<file path="config.mk">
export PLATFORM = sky130hd
export DESIGN_NAME = uart_irq_ctrl
export DESIGN_NICKNAME = d
export VERILOG_FILES = /design/src/rtl/uart_irq_pkg.sv /design/src/rtl/irq_char_timer.sv /design/src/rtl/irq_src_flags.sv /design/src/rtl/irq_prio_enc.sv /design/src/rtl/uart_irq_ctrl.sv
export SDC_FILE = /design/constraint.sdc
export NUM_CORES = 1
export LEC_CHECK = 0
export CAP_MARGIN = 20
export CORE_MARGIN = 1
export CORE_UTILIZATION = 44
export CTS_CLUSTER_SIZE = 40
export DETAILED_ROUTE_END_ITERATION = 7
export HOLD_SLACK_MARGIN = 0.1
export MAX_ROUTING_LAYER = met4
export PLACE_DENSITY = 0.75
export SLEW_MARGIN = 20
export SYNTH_ARGS = -nofsm -noshare
export SYNTH_HDL_FRONTEND = slang
export SYNTH_SLANG_ARGS = --single-unit
</file>
<file path="constraint.sdc">
create_clock -name clk -period 4.9 [get_ports clk]
set_clock_uncertainty 0.05 [all_clocks]
set_input_delay 0.49 -clock clk [delete_from_list [all_inputs] [get_ports clk]]
set_output_delay 0.49 -clock clk [all_outputs]
set_load 0.02 [all_outputs]
</file>
<file path="src/rtl/uart_irq_pkg.sv">
package uart_irq_pkg;

    typedef enum logic [3:0] {
        IID_NONE  = 4'b0001,
        IID_RLS   = 4'b0110,
        IID_RDA   = 4'b0100,
        IID_CTO   = 4'b1100,
        IID_THRE  = 4'b0010,
        IID_MSR   = 4'b0000
    } iid_e;

    localparam int EN_RX    = 0;
    localparam int EN_TX    = 1;
    localparam int EN_LINE  = 2;
    localparam int EN_MODEM = 3;
    localparam int EN_W     = 4;

    typedef struct packed {
        logic rls;
        logic rda;
        logic cto;
        logic thre;
        logic msr;
    } pend_t;

endpackage

</file>
<file path="src/rtl/irq_char_timer.sv">
module irq_char_timer #(
    parameter int CHAR_TIMES = 4,
    parameter int OVERSAMPLE = 16,
    parameter int FRAME_W    = 4
) (
    input  logic               clk,
    input  logic               rst_n,
    input  logic               fifo_mode,
    input  logic               rx_nonempty,
    input  logic               rx_push,
    input  logic               rbr_read,
    input  logic               tick,
    input  logic [FRAME_W-1:0] frame_bits,
    output logic               cto
);
    localparam int MAX_LIMIT = CHAR_TIMES * OVERSAMPLE * ((1 << FRAME_W) - 1);
    localparam int CNT_W     = $clog2(MAX_LIMIT + 1);

    typedef struct packed {
        logic [CNT_W-1:0] cnt;
        logic             cto;
    } tmr_t;

    tmr_t             st_d, st_q;
    logic [CNT_W-1:0] lim_m1;
    logic             restart;
    logic             fire;
    int               bits_eff;

    always_comb begin
        bits_eff = (frame_bits == '0) ? 1 : int'(frame_bits);
        lim_m1   = CNT_W'(CHAR_TIMES * OVERSAMPLE * bits_eff - 1);
        restart  = rx_push | rbr_read | ~rx_nonempty | ~fifo_mode;
        fire     = tick & ~restart & (st_q.cnt >= lim_m1);

        st_d = st_q;
        if (restart) begin
            st_d.cnt = '0;
        end else if (tick && (st_q.cnt < lim_m1)) begin
            st_d.cnt = st_q.cnt + 1'b1;
        end

        if (rbr_read || !fifo_mode) begin
            st_d.cto = 1'b0;
        end else if (fire) begin
            st_d.cto = 1'b1;
        end
    end

    always_ff @(posedge clk or negedge rst_n) begin
        if (!rst_n) begin
            st_q <= '0;
        end else begin
            st_q <= st_d;
        end
    end

    assign cto = st_q.cto;

    p_cto_off_r5: assert property (@(posedge clk) disable iff (!rst_n)
        !fifo_mode |=> !cto);
    p_cto_rd_r5: assert property (@(posedge clk) disable iff (!rst_n)
        rbr_read |=> !cto);
    p_cto_hold_r4: assert property (@(posedge clk) disable iff (!rst_n)
        (cto && fifo_mode && !rbr_read) |=> cto);
    p_cto_need_data_r4: assert property (@(posedge clk) disable iff (!rst_n)
        (!cto && (rx_push || !rx_nonempty)) |=> !cto);

endmodule

</file>
<file path="src/rtl/irq_src_flags.sv">
module irq_src_flags #(
    parameter int ERR_W = 4,
    parameter int MDM_W = 4
) (
    input  logic             clk,
    input  logic             rst_n,
    input  logic [ERR_W-1:0] line_err,
    input  logic             lsr_read,
    input  logic             thr_emptied,
    input  logic             thr_write,
    input  logic             iir_read,
    input  logic             iir_is_thre,
    input  logic [MDM_W-1:0] modem_lines,
    input  logic             msr_read,
    output logic             rls,
    output logic             thre,
    output logic             msr
);
    typedef struct packed {
        logic             rls;
        logic             thre;
        logic             msr;
        logic [MDM_W-1:0] mdm;
        logic             armed;
    } flg_t;

    flg_t st_d, st_q;
    logic mdm_change;
    logic thre_clr;

    always_comb begin
        mdm_change = st_q.armed & (modem_lines != st_q.mdm);
        thre_clr   = thr_write | (iir_read & iir_is_thre);

        st_d       = st_q;
        st_d.rls   = (|line_err) | (st_q.rls & ~lsr_read);
        st_d.thre  = thr_emptied | (st_q.thre & ~thre_clr);
        st_d.msr   = mdm_change | (st_q.msr & ~msr_read);
        st_d.mdm   = modem_lines;
        st_d.armed = 1'b1;
    end

    always_ff @(posedge clk or negedge rst_n) begin
        if (!rst_n) begin
            st_q <= '0;
        end else begin
            st_q <= st_d;
        end
    end

    assign rls  = st_q.rls;
    assign thre = st_q.thre;
    assign msr  = st_q.msr;

    p_rls_set_r12: assert property (@(posedge clk) disable iff (!rst_n)
        (|line_err) |=> rls);
    p_rls_clr_r2: assert property (@(posedge clk) disable iff (!rst_n)
        (lsr_read && !(|line_err)) |=> !rls);
    p_thre_set_r12: assert property (@(posedge clk) disable iff (!rst_n)
        thr_emptied |=> thre);
    p_thre_keep_r8: assert property (@(posedge clk) disable iff (!rst_n)
        (thre && iir_read && !iir_is_thre && !thr_write) |=> thre);
    p_thre_wr_r7: assert property (@(posedge clk) disable iff (!rst_n)
        (thr_write && !thr_emptied) |=> !thre);
    p_msr_clr_r9: assert property (@(posedge clk) disable iff (!rst_n)
        (msr && msr_read && $stable(modem_lines)) |=> !msr);

endmodule

</file>
<file path="src/rtl/irq_prio_enc.sv">
module irq_prio_enc
    import uart_irq_pkg::*;
(
    input  pend_t            pend,
    input  logic [EN_W-1:0]  src_en,
    output iid_e             code,
    output logic             irq
);
    pend_t act;

    always_comb begin
        act.rls  = pend.rls  & src_en[EN_LINE];
        act.rda  = pend.rda  & src_en[EN_RX];
        act.cto  = pend.cto  & src_en[EN_RX];
        act.thre = pend.thre & src_en[EN_TX];
        act.msr  = pend.msr  & src_en[EN_MODEM];

        irq = |act;

        if (act.rls) begin
            code = IID_RLS;
        end else if (act.rda) begin
            code = IID_RDA;
        end else if (act.cto) begin
            code = IID_CTO;
        end else if (act.thre) begin
            code = IID_THRE;
        end else if (act.msr) begin
            code = IID_MSR;
        end else begin
            code = IID_NONE;
        end
    end

endmodule

</file>
<file path="src/rtl/uart_irq_ctrl.sv">
module uart_irq_ctrl
    import uart_irq_pkg::*;
#(
    parameter int CHAR_TIMES = 4,
    parameter int OVERSAMPLE = 16,
    parameter int FRAME_W    = 4,
    parameter int ERR_W      = 4,
    parameter int MDM_W      = 4
) (
    input  logic               clk,
    input  logic               rst_n,
    input  logic               fifo_mode,
    input  logic               rx_avail,
    input  logic               rx_nonempty,
    input  logic               rx_push,
    input  logic               rbr_read,
    input  logic               tick16x,
    input  logic [FRAME_W-1:0] frame_bits,
    input  logic [ERR_W-1:0]   line_err,
    input  logic               lsr_read,
    input  logic               thr_emptied,
    input  logic               thr_write,
    input  logic               iir_read,
    input  logic [MDM_W-1:0]   modem_lines,
    input  logic               msr_read,
    input  logic [EN_W-1:0]    src_en,
    output logic               irq,
    output logic [3:0]         iir_code
);
    logic  rls_w, thre_w, msr_w, cto_w;
    pend_t pend;
    iid_e  code_w;

    irq_char_timer #(
        .CHAR_TIMES (CHAR_TIMES),
        .OVERSAMPLE (OVERSAMPLE),
        .FRAME_W    (FRAME_W)
    ) u_timer (
        .clk         (clk),
        .rst_n       (rst_n),
        .fifo_mode   (fifo_mode),
        .rx_nonempty (rx_nonempty),
        .rx_push     (rx_push),
        .rbr_read    (rbr_read),
        .tick        (tick16x),
        .frame_bits  (frame_bits),
        .cto         (cto_w)
    );

    irq_src_flags #(
        .ERR_W (ERR_W),
        .MDM_W (MDM_W)
    ) u_flags (
        .clk         (clk),
        .rst_n       (rst_n),
        .line_err    (line_err),
        .lsr_read    (lsr_read),
        .thr_emptied (thr_emptied),
        .thr_write   (thr_write),
        .iir_read    (iir_read),
        .iir_is_thre (code_w == IID_THRE),
        .modem_lines (modem_lines),
        .msr_read    (msr_read),
        .rls         (rls_w),
        .thre        (thre_w),
        .msr         (msr_w)
    );

    always_comb begin
        pend.rls  = rls_w;
        pend.rda  = rx_avail;
        pend.cto  = cto_w;
        pend.thre = thre_w;
        pend.msr  = msr_w;
    end

    irq_prio_enc u_prio (
        .pend   (pend),
        .src_en (src_en),
        .code   (code_w),
        .irq    (irq)
    );

    assign iir_code = code_w;

    p_irq_code_r11: assert property (@(posedge clk) disable iff (!rst_n)
        irq == !iir_code[0]);
    p_rda_rank_r3: assert property (@(posedge clk) disable iff (!rst_n)
        (rx_avail && src_en[EN_RX]) |-> (iir_code == 4'b0110 || iir_code == 4'b0100));
    p_mask_all_r10: assert property (@(posedge clk) disable iff (!rst_n)
        (src_en == '0) |-> !irq);
    p_line_top_r2: assert property (@(posedge clk) disable iff (!rst_n)
        (rls_w && src_en[EN_LINE]) |-> iir_code == 4'b0110);

endmodule

</file>
Word-level counts from Yosys, hierarchy flattened
Cells that the tools add are included.
{ "classes": {"add_sub_neg": 2, "magnitude_cmp": 2, "eq_ne": 2, "n_mux": 10, "n_bitwise": 25, "n_reduce_logical": 8} }
{ "op_table": {"columns": ["op", "count"], "rows": [
  ["two-way mux 10 bit", 2],
  ["two-way mux 4 bit", 5],
  ["AND 1 bit", 12],
  ["adder 10 x 1 -> 10 bit, second input constant", 1],
  [">= comparator 10 bit", 1],
  ["less-than comparator 10 bit", 1],
  ["subtractor 10 x 2 -> 10 bit, second input constant", 1],
  ["bitwise OR 1 bit", 7],
  ["inverter 1 bit", 6],
  ["OR reduction 5 bit", 1],
  ["equality test 4 x 2 -> 1 bit, second input constant", 1],
  ["logical NOT 4 bit", 1],
  ["!= test 4 bit", 1],
  ["nonzero test 2 bit", 2],
  ["OR reduction 4 bit", 1],
  ["two-way mux 1 bit", 3],
  ["logical AND 1 bit", 1],
  ["logical NOT 1 bit", 1],
  ["logical OR 1 bit", 1]
]} }
{ "totals": {"reg_bits": 19, "inputBits": 29, "out_inout_bits": 5, "word_cells": 56} }

Depth between registers and ports, before layout
Gate-level depths: netlist of run 1.
{ "logic_depth": {"ltp_word": 12, "depth_mapped": 11, "mapped_depth_nobuf": 10} }

Hierarchy
Synthesis of run 1 repeated with hierarchy kept, for this count alone.
{ "hier_totals": {"cells_unflattened": 118, "area_unflattened_um2": 1152.4} }
{ "by_module_without_submodules": {"columns": ["mod", "instances", "cells_each", "area_each_um2", "seq_area_each_um2"], "rows": [
  ["irq_char_timer", 1, 87, 789.5, 275.3],
  ["irq_src_flags", 1, 22, 287.8, 200.2],
  ["irq_prio_enc", 1, 8, 60.1, 0.0],
  ["uart_irq_ctrl", 1, 1, 15.0, 0.0]
]} }

Worst setup path before layout of run 1
OpenSTA, ideal clock, no wires.
{ "synth_path": {"path_kind": "input-to-reg", "start": "input port frame_bits[1]", "end": "register u_timer.st_q[9] (netlist bit)", "setup_time_ps": 79, "arrival_time_ps": 2387, "required_time_ps": 4771, "path_slack_ps": 2384, "path_stages": 11, "n_path_buf": 1, "path_cell_list": "nor3_1 or2_2 inv_1 ha_1 xnor2_1 ha_1 and4_1 and3_4 buf_6 nor4_1 mux2i_1"} }
{ "synth_between": {"elab_chain_len": 6} }
{ "synth_lines": {"columns": ["element", "line", "source"], "rows": [
  ["start: declaration", "uart_irq_ctrl.sv:18", "input logic [FRAME_W-1:0] frame_bits,"],
  ["logical NOT 4 bit", "irq_char_timer.sv:31", "bits_eff = (frame_bits == '0) ? 1 : int'(frame_bits);"],
  ["two-way mux 4 bit (*)", "irq_char_timer.sv:31", null],
  ["subtractor 10 x 2 -> 10 bit (*)", "irq_char_timer.sv:32", "lim_m1 = CNT_W'(CHAR_TIMES * OVERSAMPLE * bits_eff - 1);"],
  ["less-than comparator 10 bit (*)", "irq_char_timer.sv:39", "end else if (tick && (st_q.cnt < lim_m1)) begin"],
  ["logical AND 1 bit (*)", "irq_char_timer.sv:39", null],
  ["nonzero test 2 bit (no line) (*)", null, null],
  ["end signal: assignment", "irq_char_timer.sv:54", "st_q <= st_d;"],
  ["end: declaration", "irq_char_timer.sv:24", "tmr_t st_d, st_q;"]
]} }
Every way passes the cells marked *; elsewhere a longest branch is shown, timed or not.
A chain may end at the register's enable or synchronous reset.

Final worst setup path of run 1
{ "layout_path": {"start": "input port frame_bits[2]", "end": "register u_timer.st_q[6] (netlist bit)"} }
The elaborated chain is that of the path after synthesis.

==> results by group, run 1 <==
Status
  • Status: completed

Worst setup path
  • Worst path required time: 5070 ps
  • Crit path from: frame_bits[2]
  • Kind of critical path: input port to flop
  • R2R setup slack: 2650 ps
  • R2R Path Start: u_timer.st_q[8]$_DFFE_PN0P_
  • Startpoint types: input port
  • Worst path arrival time: 3270 ps
  • Depth of the worst register-to-register path: 5
  • CP Max Fanout: 14
  • Worst setup EP type: flop
  • Reg2Reg Capture Point: u_timer.st_q[6]$_DFFE_PN0P_

Final layout
  • Final-layout fill cell count: 208
  • Layout cells sized above 1: 0.0738
  • N_diodes: 0
  • Synth-to-Final Area Change: 33.1%
  • Final #Nets: 185
  • Fin area: 1500 µm²

GRT
  • M1 GR Usage: 0.226
  • Antenna violations before repair: 0
  • Routing usage on met2: 0.340
  • Vias in the first global route: 978
  • GRT Util Overall: 0.201
  • Global Route met3 Usage: 0.0377
  • Largest net degree at the start of global routing: 20
  • Global-route wire length before repair: 3950 µm
  • GR peak layer: met2
  • Gr ovfl total: 0

Clock network
  • Post-CTS setup repair buffer count: 0
  • # H-tree levels: 1
  • Clk sinks: 19
  • Resized cells post-CTS: 0
  • Worst skew pair latency: 300 ps
  • Longest Clk Path Bufs: 2
  • Root Buffer: clkbuf_4
  • Worst-path clk slew: 110 ps
  • Count of hold-fix buffers inserted at cts: 0
  • Total CTS buffers: 3
  • TritonCTS clock tree: done

STA
  • Final setup fails: 0
  • Fin. max-slew vios: 0
  • Least-Margin Pin Slew: 874 ps
  • Crit path time final: 3090 ps
  • Slew headroom: 0.415
  • Fin crit share: 0.631
  • Worst setup margin: 1810 ps
  • Fin. Hold Viols: 0
  • Setup TNS Final: 0 ps
  • RSZ-0062 raised after global routing: no
  • Hold_ws: 455 ps
  • F_max: 323 MHz

Synth
  • Cell accounting for the most synthesized area: dfrtp_1
  • Compound-Gate Fraction of Synth Area: 0.153
  • Post-synthesis cell type count: 40
  • Post-Synth Simple-Gate Area: 0.254
  • Syn nets: 150
  • Xor-xnor portion of the synthesized cell area: 0.0389
  • Largest family of logic cells by synthesized area: simple AND/OR/NAND/NOR gates
  • Synth async-reset ratio: 1.00
  • Sequential-to-total area share from yosys stat: 0.422
  • Synthesized area: 1130 µm²
  • Share of the synthesized area in the top cell type: 0.422
  • Most frequent cells after synthesis: 19 x dfrtp_1, 11 x nand2_1, 8 x a21oi_1, 8 x nand3_1, 7 x o21ai_0
  • Adder-Cell Fraction of Synth Area: 0.0667
  • Number of flops mapped to enable cells by yosys: 0
  • Synth Area per Inst: 9.79 µm²
  • Flops & latches, synth: 19
  • Post-synthesis cell count: 115
  • Mux cell area share after synthesis: 0.0267
  • Synth warn: 0
  • Top_reg_cell synth: dfrtp_1
  • Synth top area cells: dfrtp_1 42%, ha_1 6.7%, nand2_1 3.7%
  • Most numerous cell in the Yosys netlist: dfrtp_1

Floorplanning
  • I/O pin cnt: 34
  • Initial Util: 0.486
  • Chip width: 52.6 µm
  • Die height: 52.6 µm
  • Placeable Area: 2320 µm²
  • Die footprint: 2770 µm²
  • # rows: 17

Route
  • DR vias/cell: 5.78
  • Number of remaining DRC errors: 0
  • Initial DRC count: 10
  • Final WL: 2430 µm
  • Via count: 1023
  • First-pass iteration count of the detailed router: 4
  • ANT nets after route: 0
  • WL per Instance: 13.7 µm

Hold path
  • Worst hold path type: flop to flop
  • Hold Crit Endpoint: u_flags.msr$_DFF_PN0_
  • Worst Hold Launch: u_flags.st_q[0]$_DFF_PN0_
  • Min-Delay Path Depth: 2

Job
  • Max_cap viols: 0

Place
  • Placed Area: 1470 µm²
  • Port Buf Inserts: 33
  • Global placer's final weighted congestion: 0.823
  • Pre-CTS setup slack: 1500 ps
  • Final HPWL DP: 1940 µm

Pwr
  • PD cells: 198 nW/µm²
  • IR drop worst, VDD: 0.147 mV
  • Overall power: 297 µW
  • Leak Pwr: 0.000630 µW
metal layers:
| layer | wire, µm | vias to the layer above |
|---|---|---|
| met1 | 1080 | 483 |
| li1 | - | 500 |
| met5 | 0 | - |
| met3 | 170 | 7 |
| met2 | 1130 | 33 |
| met4 | 47 | 0 |
area by class of cell:
type / count / area [µm²] / area share
clock buffers: 3 / 22.5 / 0.0150
clock inverters: 1 / 5.00 / 0.00334
inverters: 5 / 18.8 / 0.0125
multi-input cells: 88 / 612 / 0.408
flip-flops and latches: 19 / 475 / 0.317
well taps: 28 / 35.0 / 0.0234
repair buffers: 33 / 330 / 0.220
layout by cell type, fill, tap and decap left out, drive strengths merged, types with 2 or more instances in the layout:
cell type / synthesis / final
a21oi: 8 / 8
and3: 2 / 2
and4: 2 / 2
clkbuf: 1 / 3
clkdlybuf4s50: 0 / 33
dfrtp: 19 / 19
ha: 6 / 6
inv: 5 / 5
mux2i: 3 / 3
nand2: 12 / 12
nand2b: 4 / 4
nand3: 8 / 8
nor3: 2 / 2
nor4: 3 / 3
o211ai: 2 / 2
o21ai: 7 / 7
o31ai: 5 / 5
or4: 4 / 4
xor2: 4 / 4
worst max-delay path by stage:
stage | to | slack (ps) | cells after the start
6_report | u_timer.st_q[6]$_DFFE_PN0P_ | 1810 | 10
5_1_grt | u_timer.st_q[6]$_DFFE_PN0P_ | 1640 | 10
4_1_cts | u_timer.st_q[6]$_DFFE_PN0P_ | 1840 | 10
3_5_place_dp | u_timer.st_q[6]$_DFFE_PN0P_ | 1500 | 10
3_3_place_gp | u_timer.st_q[4]$_DFFE_PN0P_ | 1630 | 10
2_1_floorplan | u_timer.st_q[9]$_DFFE_PN0P_ | 2380 | 11
through the flow:
| step | std cells | utilization |
|---|---|---|
| finish | 177 | 0.647 |
| global route | 177 | 0.647 |
| CTS | 177 | 0.647 |
| detailed placement | 173 | 0.635 |
| global placement | 173 | 0.635 |
| floorplan | 115 | - |
cell families after synthesis:
family	Yosys count
mux	3
compound gates	27
buf+inv	8
other cells	1
xor+xnor	5
simple gates	46
flops	19
fa+ha+maj	6
power breakdown:
part           total [µW]  switching, µW  internal [µW]
Combinational        55.4           22.9           32.4
Clock                79.2           48.8           30.4
Sequential            162           2.03            160
state kept, by name, indices dropped and copies added, names as in the netlist:
signal and flops:
u_flags.msr 1, u_timer.cto 1, u_flags.st_q 5, u_timer.st_q 10, u_flags.rls 1, u_flags.thre 1
worst max-delay path, stage by stage:
cell and delay [ps]:
clkdlybuf4s50_1 520, nor3_1 60, or2_2 280, inv_1 60, ha_1 220, ha_1 290, a21oi_1 240, o211ai_1 360
or4_1 590, a21oi_1 160
Note: power is estimated with default switching activity, not from simulation.
==> run 2: changes to the inputs <==
Clock period 4.9 ns to 3.1 ns, I/O delays scaled along.
==> results by group, run 2 (synthesized netlist as in run 1, its figures left out) <==
Final layout
  • Most frequent cells in the layout: 33 x clkdlybuf4s50_1, 19 x dfrtp_1, 11 x nand2_1, 8 x nand3_1, 8 x a21oi_1
  • Final-layout fill cell count: 203 (-2.4%)
  • Biggest register: u_timer.st_q
  • Regs by FF count: u_timer.st_q (10), u_flags.st_q (5)
  • Finished Core Util: 0.662 (+0.0151)
  • Final cell count without fillers: 180 (+1.7%)
  • Most common cell after layout, fill and taps aside: clkdlybuf4s50_1
  • Layout cells sized above 1: 0.0921 (+0.0183)
  • Final #Nets: 188 (+1.6%)
  • Fin area: 1530 µm² (+2.3%)
  • N_diodes: 0 (unchanged)
  • Max FFs per register: 10 (unchanged)
  • Synth-to-Final Area Change: 36.2%

Hold path
  • Worst hold path type: input port to asynchronous set/reset pin

Worst setup path
  • Worst path required time: 3260 ps (-1810 ps)
  • Kind of critical path: input port to flop
  • Worst setup EP type: flop
  • Crit path largest cell delay: 510 ps (-80 ps)
  • Crit path depth: 11 (+1)
  • CP max stage cell: clkdlybuf4s50_1
  • Startpoint types: input port
  • Worst Path Buf+Inv: 2 (unchanged)
  • Worst path arrival time: 2960 ps (-310 ps)
  • Delay-heaviest family, CP: simple AND/OR/NAND/NOR gates
  • Cells along the critical path: clkdlybuf4s50_1 > nor3_1 > or2_2 > inv_1 > ha_1 > xnor2_1 > ha_1 > and4_1 > and3_4 > or4_1 > a21oi_1
  • Crit path top cell by count: ha_1
  • CP Max Fanout: 15 (+1)
  • Depth of the worst register-to-register path: 6 (+1)

Place
  • Port Buf Inserts: 33 (unchanged)
  • Global placer's final weighted congestion: 0.770 (-6.4%)
  • Placed Area: 1510 µm² (+2.4%)
  • Final HPWL DP: 2010 µm (+3.9%)
  • Placed cell count: 176 (+1.7%)

Pwr
  • IR drop worst, VDD: 0.180 mV (+23%)
  • PD cells: 310 nW/µm² (+57%)
  • Leak Pwr: 0.000648 µW (+2.9%)

STA
  • Least-Margin Pin Slew: 840 ps (-34.2 ps)
  • Hold_ws: 434 ps (-20.8 ps)
  • Fin. max-slew vios: 0 (unchanged)
  • Setup TNS Final: 0 ps (unchanged)
  • RSZ-0062 raised after global routing: no
  • Final setup fails: 0 (unchanged)
  • Slew headroom: 0.438 (+0.0236)
  • Fin. Hold Viols: 0 (unchanged)
  • Fin crit share: 0.903
  • F_max: 357 MHz
  • Crit path time final: 2800 ps

Floorplanning
  • Initial Util: 0.486 (unchanged)
  • Chip width: 52.6 µm (unchanged)
  • Die height: 52.6 µm (unchanged)
  • Placeable Area: 2320 µm² (unchanged)
  • # rows: 17 (unchanged)
  • Die footprint: 2770 µm² (unchanged)
  • I/O pin cnt: 34 (unchanged)

GRT
  • Antenna violations before repair: 0 (unchanged)
  • Global-route wire length before repair: 4200 µm (+6.3%)
  • Gr ovfl total: 0 (unchanged)
  • Vias in the first global route: 992 (+1.4%)
  • GRT Util Overall: 0.218 (+0.0164)
  • Largest net degree at the start of global routing: 20 (unchanged)

Status
  • Status: completed

Route
  • WL per Instance: 14.4 µm (+5.2%)
  • DR vias/cell: 5.87 (+1.5%)
  • First-pass iteration count of the detailed router: 4 (unchanged)
  • Initial DRC count: 30 (+20)
  • Via count: 1056 (+3.2%)
  • Final WL: 2600 µm (+7.0%)
  • ANT nets after route: 0 (unchanged)
  • Number of remaining DRC errors: 0 (unchanged)

Clock network
  • Worst-path clk slew: 110 ps (about the same)
  • Count of hold-fix buffers inserted at cts: 0 (unchanged)
  • Root Buffer: clkbuf_4
  • Post-CTS setup repair buffer count: 0 (unchanged)
  • # H-tree levels: 1 (unchanged)
  • Resized cells post-CTS: 0 (unchanged)
  • Longest Clk Path Bufs: 2 (unchanged)
  • Clk sinks: 19 (unchanged)
  • TritonCTS clock tree: done
  • Worst skew pair latency: 300 ps (about the same)
  • Total CTS buffers: 3 (unchanged)

Job
  • Max_cap viols: 0 (unchanged)
run 2: cell count changes in the layout (fill, tap and decap cells not counted), sizes merged:
cell,change
buf,+3
run 2: final timing paths:
check / startpoint / end / slack, ps
max reg2reg: u_timer.st_q[10]$_DFFE_PN0P_ / u_timer.st_q[4]$_DFFE_PN0P_ / 980
min: rst_n / u_flags.msr$_DFF_PN0_ / 430
min reg2reg: u_flags.st_q[0]$_DFF_PN0_ / u_flags.msr$_DFF_PN0_ / 470
min in group clk: modem_lines[0] / u_flags.st_q[1]$_DFF_PN0_ / 450
max: frame_bits[1] / u_timer.st_q[4]$_DFFE_PN0P_ / 300
max in group asynchronous: rst_n / u_timer.st_q[4]$_DFFE_PN0P_ / 2060
run 2: metrics by stage:
stage	worst slack (ps)	total power, µW
2_1_floorplan	764	293
3_3_place_gp	168	350
3_5_place_dp	0.478	354
4_1_cts	326	478
5_1_grt	198	498
6_report	299	476
run 2: layout make-up:
cell class                      instances  area [µm²]  share of cell area
Tap cell                               28        35.0              0.0228
Inverter                                5        18.8              0.0122
Clock inverter                          1        5.00             0.00326
Timing Repair Buffer                   36         365               0.238
Clock buffer                            3        22.5              0.0147
Sequential cell                        19         475               0.310
Multi-Input combinational cell         88         612               0.399
run 2: power breakdown:
group	switching (µW)	total [µW]	internal (µW)	leakage (µW)
combinational	37.8	92.5	54.7	0.000388
sequential	3.31	257	254	0.000243
clock	78.4	126	48.1	0.0000177
run 2: routing by layer:
layer | global-route usage | share of wire | up-vias
li1 | - | - | 508
met4 | 0.0877 | 0.0096 | 0
met3 | 0.0435 | 0.086 | 4
met2 | 0.380 | 0.49 | 49
met1 | 0.241 | 0.41 | 495
met5 | - | 0 | -
